===== src/rtl/phase_retry_ctrl.sv =====
module phase_retry_ctrl #(
  parameter int NSLV      = 4,
  parameter int WORD_W    = 32,
  parameter int LOCK_BIT  = 12,
  parameter int MAX_TRIES = 10,
  parameter int SETTLE_W  = 16,
  parameter logic [NSLV-1:0] DEF_MASK = 4'b1000,
  localparam int IDX_W    = (NSLV > 1) ? $clog2(NSLV) : 1,
  localparam int TRY_W    = $clog2(MAX_TRIES + 1),
  localparam int CNT_W    = $clog2(MAX_TRIES * NSLV + 1)
) (
  input  logic                   clk,
  input  logic                   rst_n,
  input  logic                   start_i,
  input  logic                   retry_i,
  input  logic [NSLV-1:0]        slave_mask_i,
  input  logic [NSLV*WORD_W-1:0] status_words_i,
  input  logic [SETTLE_W-1:0]    settle_i,
  output logic                   clk_rst_req_o,
  output logic [NSLV-1:0]        clk_rst_sel_o,
  output logic                   done_o,
  output logic                   err_o,
  output logic [CNT_W-1:0]       attempts_o
);

  localparam logic [2:0] S_IDLE   = 3'd0;
  localparam logic [2:0] S_SCAN   = 3'd1;
  localparam logic [2:0] S_SETTLE = 3'd2;

  logic [2:0]          state;
  logic [IDX_W-1:0]    idx;
  logic [TRY_W-1:0]    tries;
  logic [SETTLE_W-1:0] wait_cnt;
  logic [NSLV-1:0]     locked;
  logic [NSLV-1:0]     eff_mask;
  logic                trig, cur_skip, last_slv, at_limit;

  for (genvar g = 0; g < NSLV; g++) begin : g_lock
    assign locked[g] = status_words_i[g*WORD_W + LOCK_BIT];
  end

  assign eff_mask = (|slave_mask_i) ? slave_mask_i : DEF_MASK;
  assign trig     = start_i | retry_i;
  assign cur_skip = !eff_mask[idx] || locked[idx];
  assign last_slv = (idx == IDX_W'(NSLV - 1));
  assign at_limit = (tries == TRY_W'(MAX_TRIES));

  always_ff @(posedge clk or negedge rst_n) begin
    if (!rst_n) begin
      state         <= S_IDLE;
      idx           <= '0;
      tries         <= '0;
      wait_cnt      <= '0;
      attempts_o    <= '0;
      done_o        <= 1'b0;
      err_o         <= 1'b0;
      clk_rst_req_o <= 1'b0;
      clk_rst_sel_o <= '0;
    end else begin
      clk_rst_req_o <= 1'b0;
      clk_rst_sel_o <= '0;
      case (state)
        S_IDLE: begin
          if (trig) begin
            state      <= S_SCAN;
            idx        <= '0;
            tries      <= '0;
            attempts_o <= '0;
            done_o     <= 1'b0;
            err_o      <= 1'b0;
          end
        end
        S_SCAN: begin
          if (cur_skip) begin
            tries <= '0;
            if (last_slv) begin
              done_o <= 1'b1;
              state  <= S_IDLE;
            end else begin
              idx <= idx + 1'b1;
            end
          end else if (at_limit) begin
            err_o <= 1'b1;
            state <= S_IDLE;
          end else begin
            clk_rst_req_o <= 1'b1;
            clk_rst_sel_o <= NSLV'(1) << idx;
            tries         <= tries + 1'b1;
            attempts_o    <= attempts_o + 1'b1;
            wait_cnt      <= settle_i;
            state         <= S_SETTLE;
          end
        end
        S_SETTLE: begin
          if (wait_cnt == '0) state <= S_SCAN;
          else wait_cnt <= wait_cnt - 1'b1;
        end
        default: state <= S_IDLE;
      endcase
    end
  end

endmodule



===== config.mk =====
export PLATFORM = sky130hd
export DESIGN_NAME = phase_retry_ctrl
export DESIGN_NICKNAME = d
export VERILOG_FILES = /design/src/rtl/phase_retry_ctrl.sv
export SDC_FILE = /design/constraint.sdc
export NUM_CORES = 1
export LEC_CHECK = 0
export BUFFER_PORTS_ARGS = -buffer_cell sky130_fd_sc_hd__buf_2
export CAP_MARGIN = 20
export CORE_UTILIZATION = 44
export DETAILED_ROUTE_END_ITERATION = 8
export PLACE_DENSITY = 0.95
export SKIP_LAST_GASP = 1
export SLEW_MARGIN = 20
export SYNTH_ARGS = -nofsm -noshare
export SYNTH_HDL_FRONTEND = slang
export SYNTH_SLANG_ARGS = --single-unit

===== constraint.sdc =====
create_clock -name clk -period 5.4 [get_ports clk]
set_input_delay 0.27 -clock clk [delete_from_list [all_inputs] [get_ports clk]]
set_output_delay 0.27 -clock clk [all_outputs]
set_load 0.01 [all_outputs]

After elaboration in Yosys (flattened, before gate mapping)
Index checks and enable logic that the tools add are counted.
Cells by class
  add/sub/neg operators: 4
  $lt $le $gt $ge: 1
  eq/ne operators: 15
  shift operators: 1
  multiplexer cells: 40
  bitwise operators: 1
  reductions and logical operators: 14
Operator list (count)
  2-to-1 mux 16 bit: 3
  one-hot mux 16 bit (2 select lines): 1
  2-to-1 mux 4 bit: 7
  AND reduction 4 bit: 5
  2-to-1 mux 6 bit: 3
  != test 2 bit (second input constant): 9
  zero test 16 bit: 1
  subtractor 16 x 1 -> 16 bit (second input constant): 1
  2-to-1 mux 3 bit: 4
  one-hot mux 6 bit (2 select lines): 1
  2-to-1 mux 1 bit: 10
  one-hot mux 3 bit (3 select lines): 1
  2-to-1 mux 2 bit: 4
  one-hot mux 4 bit (2 select lines): 1
  adder 6 x 1 -> 6 bit (second input constant): 1
  != test 3 bit (second input constant): 2
  AND reduction 3 bit: 2
  adder 4 x 1 -> 4 bit (second input constant): 1
  binary-select mux 1 bit (select 2 bit): 2
  == test 4 bit (second input constant): 1
  one-hot mux 1 bit (2 select lines): 2
  one-hot mux 2 bit (2 select lines): 1
  nonzero test 2 bit: 2
  OR reduction 4 bit: 1
  other kinds (10): 10
Word-level totals
  flip-flop bits (word level): 38
  input port bits: 152
  output and inout bits: 13
  logic and storage cells: 85

Logic depth before layout (Yosys ltp)
  word-level depth: 8
  depth in mapped cells: 10
  depth with buffers taken out: 9

Least setup slack after synthesis
OpenSTA, ideal clock, no wires.
  kind: reg-to-reg
  from: register wait_cnt[4]
  to: register wait_cnt[12]
  arrival time: 1862 ps
  data required time: 5279 ps
  setup slack: 3417 ps
  stages on the path, launching flop included: 7
  period minus slack after synthesis: 1983 ps
  path through: dfrtp_1 or4_1 buf_2 or3_4 nor4_4 a31oi_1 o22a_1
Between the ends
  cells in the longest elaborated chain, start to end: 3
  elaborated cells between the ends (all ways): 6
  classes of those cells: 1 x add/sub; 1 x eq/ne; 2 x mux; 2 x reduce/logical
Ends and longest elaborated chain
  start, declared: RTL line 33  | logic [SETTLE_W-1:0] wait_cnt;
  start signal, assigned: RTL line 90  | wait_cnt <= settle_i;
  start signal, assigned: RTL line 96  | else wait_cnt <= wait_cnt - 1'b1;
  subtractor 16 x 1 -> 16 bit or zero test 16 bit (tied branches): RTL line 96, 95
  2-to-1 mux 16 bit or != test 2 bit (tied branches)
  one-hot mux 16 bit (2 select lines) or AND reduction 4 bit (tied branches)
Parallel ways exist; a longest one is shown, timed or not. The select of a mux whose other input is x is not followed.
A chain may end at the register's enable or synchronous reset.

Worst setup path after layout
  from: register idx[0]
  to: register wait_cnt[13]
Between the ends
  cells in the longest elaborated chain, start to end: 6
  elaborated cells between the ends (all ways): 8
  classes of those cells: 1 x eq/ne; 4 x mux; 3 x reduce/logical
Ends and longest elaborated chain
  start, declared: RTL line 31  | logic [IDX_W-1:0] idx;
  start signal, assigned: RTL line 80  | idx <= idx + 1'b1;
  binary-select mux 1 bit (select 2 bit): RTL line 44  | assign cur_skip = !eff_mask[idx] || locked[idx];
  2-to-1 mux 1 bit (not written as such): RTL line 44
  zero test 1 bit: RTL line 44
  logical OR 1 bit *: RTL line 44
  != test 2 bit (no line) *
  AND reduction 4 bit (no line) *
Mark *: on every way between the ends. The rest lies on a longest branch, timed or not. The select of a mux whose other input is x is not followed.

==> summary.txt <==
Routing
  – Drt wl/cell: ~15 um
  – DRC errors left: 0
  – First-iteration detailed-routing DRC count: about 120
  – ANT nets after route: 0
  – Via/cell ratio: 5.92
  – Vias: around 2000
  – Final wirelength: around 5300 um
  – Pre-antenna DRT Iters: 4

Clock network
  – TritonCTS buffer count: 5
  – Htree depth: 2
  – Post-CTS Setup Inserts: 0
  – Clk sinks: 37
  – CTS tree: built
  – Root Buffer: clkbuf_8
  – Longest Clk Path Bufs: 2
  – Worst-Skew Late Latency: roughly 0.30 ns
  – Post_cts resized: 0
  – Cts hold-fix bufs: 0
  – Clock Pin Slew Worst Setup and Hold Paths: 0.08 ns

Setup path
  – Crit Path Max Fanout: 20
  – Critical Path End Type: flip-flop
  – Worst Setup SP: idx[0]
  – Worst setup SP type: flip-flop
  – Worst Path Arrival: around 2.8 ns
  – R2r setup slk: between 2 and 3 ns
  – Crit Path Class: reg -> reg
  – R2R Path Start: idx[0]
  – FF-to-FF path depth: 7
  – Worst endpoint required time: between 5 and 6 ns

Place
  – DP Cell Count: 337
  – GP Congestion: approximately 0.85
  – Detailed Place HPWL: ~3600 um
  – Area after DPL: 0.00244 sq mm
  – Port Buf Inserts: 40

Timing
  – Post-route clock period utilization: about half
  – FMAX: roughly 380 MHz
  – Final hold violations: 0
  – TNS Setup: 0 ns
  – Tmin final: about 2.6 ns
  – RSZ-0062 raised after global routing: false
  – Slew @ Worst Pin: ~0.87 ns
  – Slew Viols, Final: 0
  – Hold WS: between 0.05 and 0.06 ns
  – Max_slew headroom: approximately two fifths
  – Final-report setup violation count: 0
  – Final Skew: a little over 0.01 ns

Die
  – Core Region: around 0.0048 sq mm
  – Io pins: about 170
  – Die area: 0.00528 sq mm
  – Die width: between 70 and 80 um
  – Starting Density: a little under half
  – Rows: 25
  – Die H: a little over 70 um

Power
  – Reg power frac: slightly below 40%
  – Design Power: 1.24 mW
  – Clk pwr share: roughly 16%
  – Sw Pwr: between 500 and 600 uW
  – Pint: a little under 700 uW
  – Max VDD drop: between 0.15 and 0.2 mV
  – Combinational cell fraction of total power: approximately 45%
  – Sw frac: between 40% and 50%
  – P_leak: between 1 and 1.5 nW
  – Pwr per Cell Area: roughly 490 mW/mm^2

Synthesis
  – Synth top cells by count: 37 x dfrtp_1, 18 x nor2_1, 17 x inv_1
  – Area fraction of the dominant cell type after synthesis: a little over two fifths
  – Most frequent cell after synthesis: dfrtp_1
  – Yosys reg bits: 37
  – Post-Syn Area: around 0.0022 sq mm
  – Async set or reset register ratio after synthesis: between 90% and 100%
  – Post-synthesis cell type count: 52
  – Synth area leader: dfrtp_1
  – Synth Net Count: approximately 400
  – EDFF count, synth: 0
  – Synth warn: 0
  – Synth Instances: 240
  – Register area share after synthesis: approximately 42%
  – Main synth FF type: dfrtp_1
  – Synth top area cells: dfrtp_1 42%, ha_1 5.1%, a21oi_1 3.4%, o21ai_0 3.4%, nor2_1 3.1%
  – Avg Inst Size Synth: 9.15 sq um

Finish
  – Layout cells sized above 1: between 20% and 30%
  – Final nets: between 400 and 500
  – Post-Layout Cell Count: 345
  – Sequential cell area: just over 900 sq um
  – Fill cells: about 450
  – Footprint of the multi-input gates: 0.00115 sq mm
  – Area grow syn2layout: 14.8%
  – Diode count: 0
  – Post-Layout Inst Area: ~0.0025 sq mm

Global routing
  – First-pass GRT wire length: ~9200 um
  – Initial antenna violation count: 0
  – Largest net degree at the start of global routing: 38
  – GRT Util Overall: 22.6%
  – GRT overflow: 0
  – Vias in the first global route: ~2000

Min path
  – HP Class: in -> async

Job
  – Max Cap Viol: 0

Run status
  – Status: complete, no violations
[kinds of logic after synthesis]
| group | after synthesis | synth area share, % |
|---|---|---|
| AOI/OAI and AO/OA | 77 | 23.8 |
| adders and majority gates | 9 | 5.13 |
| buffers and inverters | 29 | 5.47 |
| DFF | 37 | 42.1 |
| muxes | 2 | 0.911 |
| and+or+nand+nor | 86 | 22.6 |
[flip-flops by register name, indices dropped and copies added, names as in the netlist]
name,cells
clk_rst_req_o,1
wait_cnt,16
tries,4
err_o,1
idx,2
state,2
attempts_o,6
clk_rst_sel_o,4
done_o,1
[final timing paths]
kind / end
setup / recovery: wait_cnt[13]
hold / removal: wait_cnt[13]
setup reg to reg: wait_cnt[13]
hold reg to reg: attempts_o[5]
max in group asynchronous: state[1]
min in group clk: wait_cnt[14]
[through the flow]
stage          util (%)  setup slack (ns)
2_1_floorplan         -              3.42
3_3_place_gp       51.2              2.91
3_5_place_dp       51.2              2.81
4_1_cts            53.1              2.78
5_1_grt            53.1              2.45
6_report           53.1              2.75
[power by group through the flow]
stage          combinational, mW  clock [mW]  sequential [mW]
6_report                   0.556       0.193            0.489
5_1_grt                    0.621       0.209            0.500
4_1_cts                    0.552       0.194            0.484
3_5_place_dp               0.546           0            0.488
3_3_place_gp               0.519           0            0.481
2_1_floorplan              0.428           0            0.466
[critical path, cell delays in order (launching register included)]
cell	delay, ns
dfrtp_1	0.47
nor3b_1	0.28
o32a_1	0.29
nand3_2	0.36
inv_1	0.71
nor2_8	0.13
inv_2	0.17
a22oi_1	0.11
[layout make-up]
type                    instances  area share, %
repair buffers                 41           8.23
multi-input cells             174           45.6
clock inverters                 3          0.694
well taps                      67           3.32
flip-flops and latches         37           36.7
clock buffers                   5           2.73
inverters                      18           2.68
[layout by cell type (no fill, tap or decap), types with 2 or more instances in the layout]
| master | n |
|---|---|
| a21o_1 | 3 |
| a21oi_1 | 15 |
| a22oi_1 | 6 |
| a2bb2oi_1 | 3 |
| a31oi_1 | 5 |
| and2_1 | 5 |
| buf_2 | 40 |
| clkbuf_8 | 5 |
| clkinv_2 | 2 |
| dfrtp_1 | 37 |
| ha_1 | 9 |
| inv_1 | 17 |
| mux2i_1 | 2 |
| nand2_1 | 12 |
| nand2b_1 | 2 |
| nand3_1 | 12 |
| nand3b_1 | 3 |
| nand4_1 | 2 |
| nor2_1 | 18 |
| nor2b_1 | 2 |
| nor3_1 | 8 |
| nor3b_1 | 3 |
| nor4_1 | 3 |
| o211ai_1 | 2 |
| o21ai_0 | 15 |
| o21ai_1 | 2 |
| o22a_1 | 4 |
| o22ai_1 | 7 |
| o2bb2ai_1 | 4 |
| or3_1 | 5 |
| or4_1 | 2 |
[per-layer routing]
| metal | share of wire [%] | wire, um | GRT usage, % | vias to the layer above |
|---|---|---|---|---|
| met5 | 0 | 0 | 0 | - |
| met4 | 3.9 | 207 | 14.6 | 0 |
| met3 | 6.4 | 341 | 5.11 | 22 |
| met2 | 48 | 2570 | 35.9 | 90 |
| met1 | 41 | 2190 | 27.6 | 964 |
| li1 | - | - | - | 965 |
(Power assumes the default switching activity.)
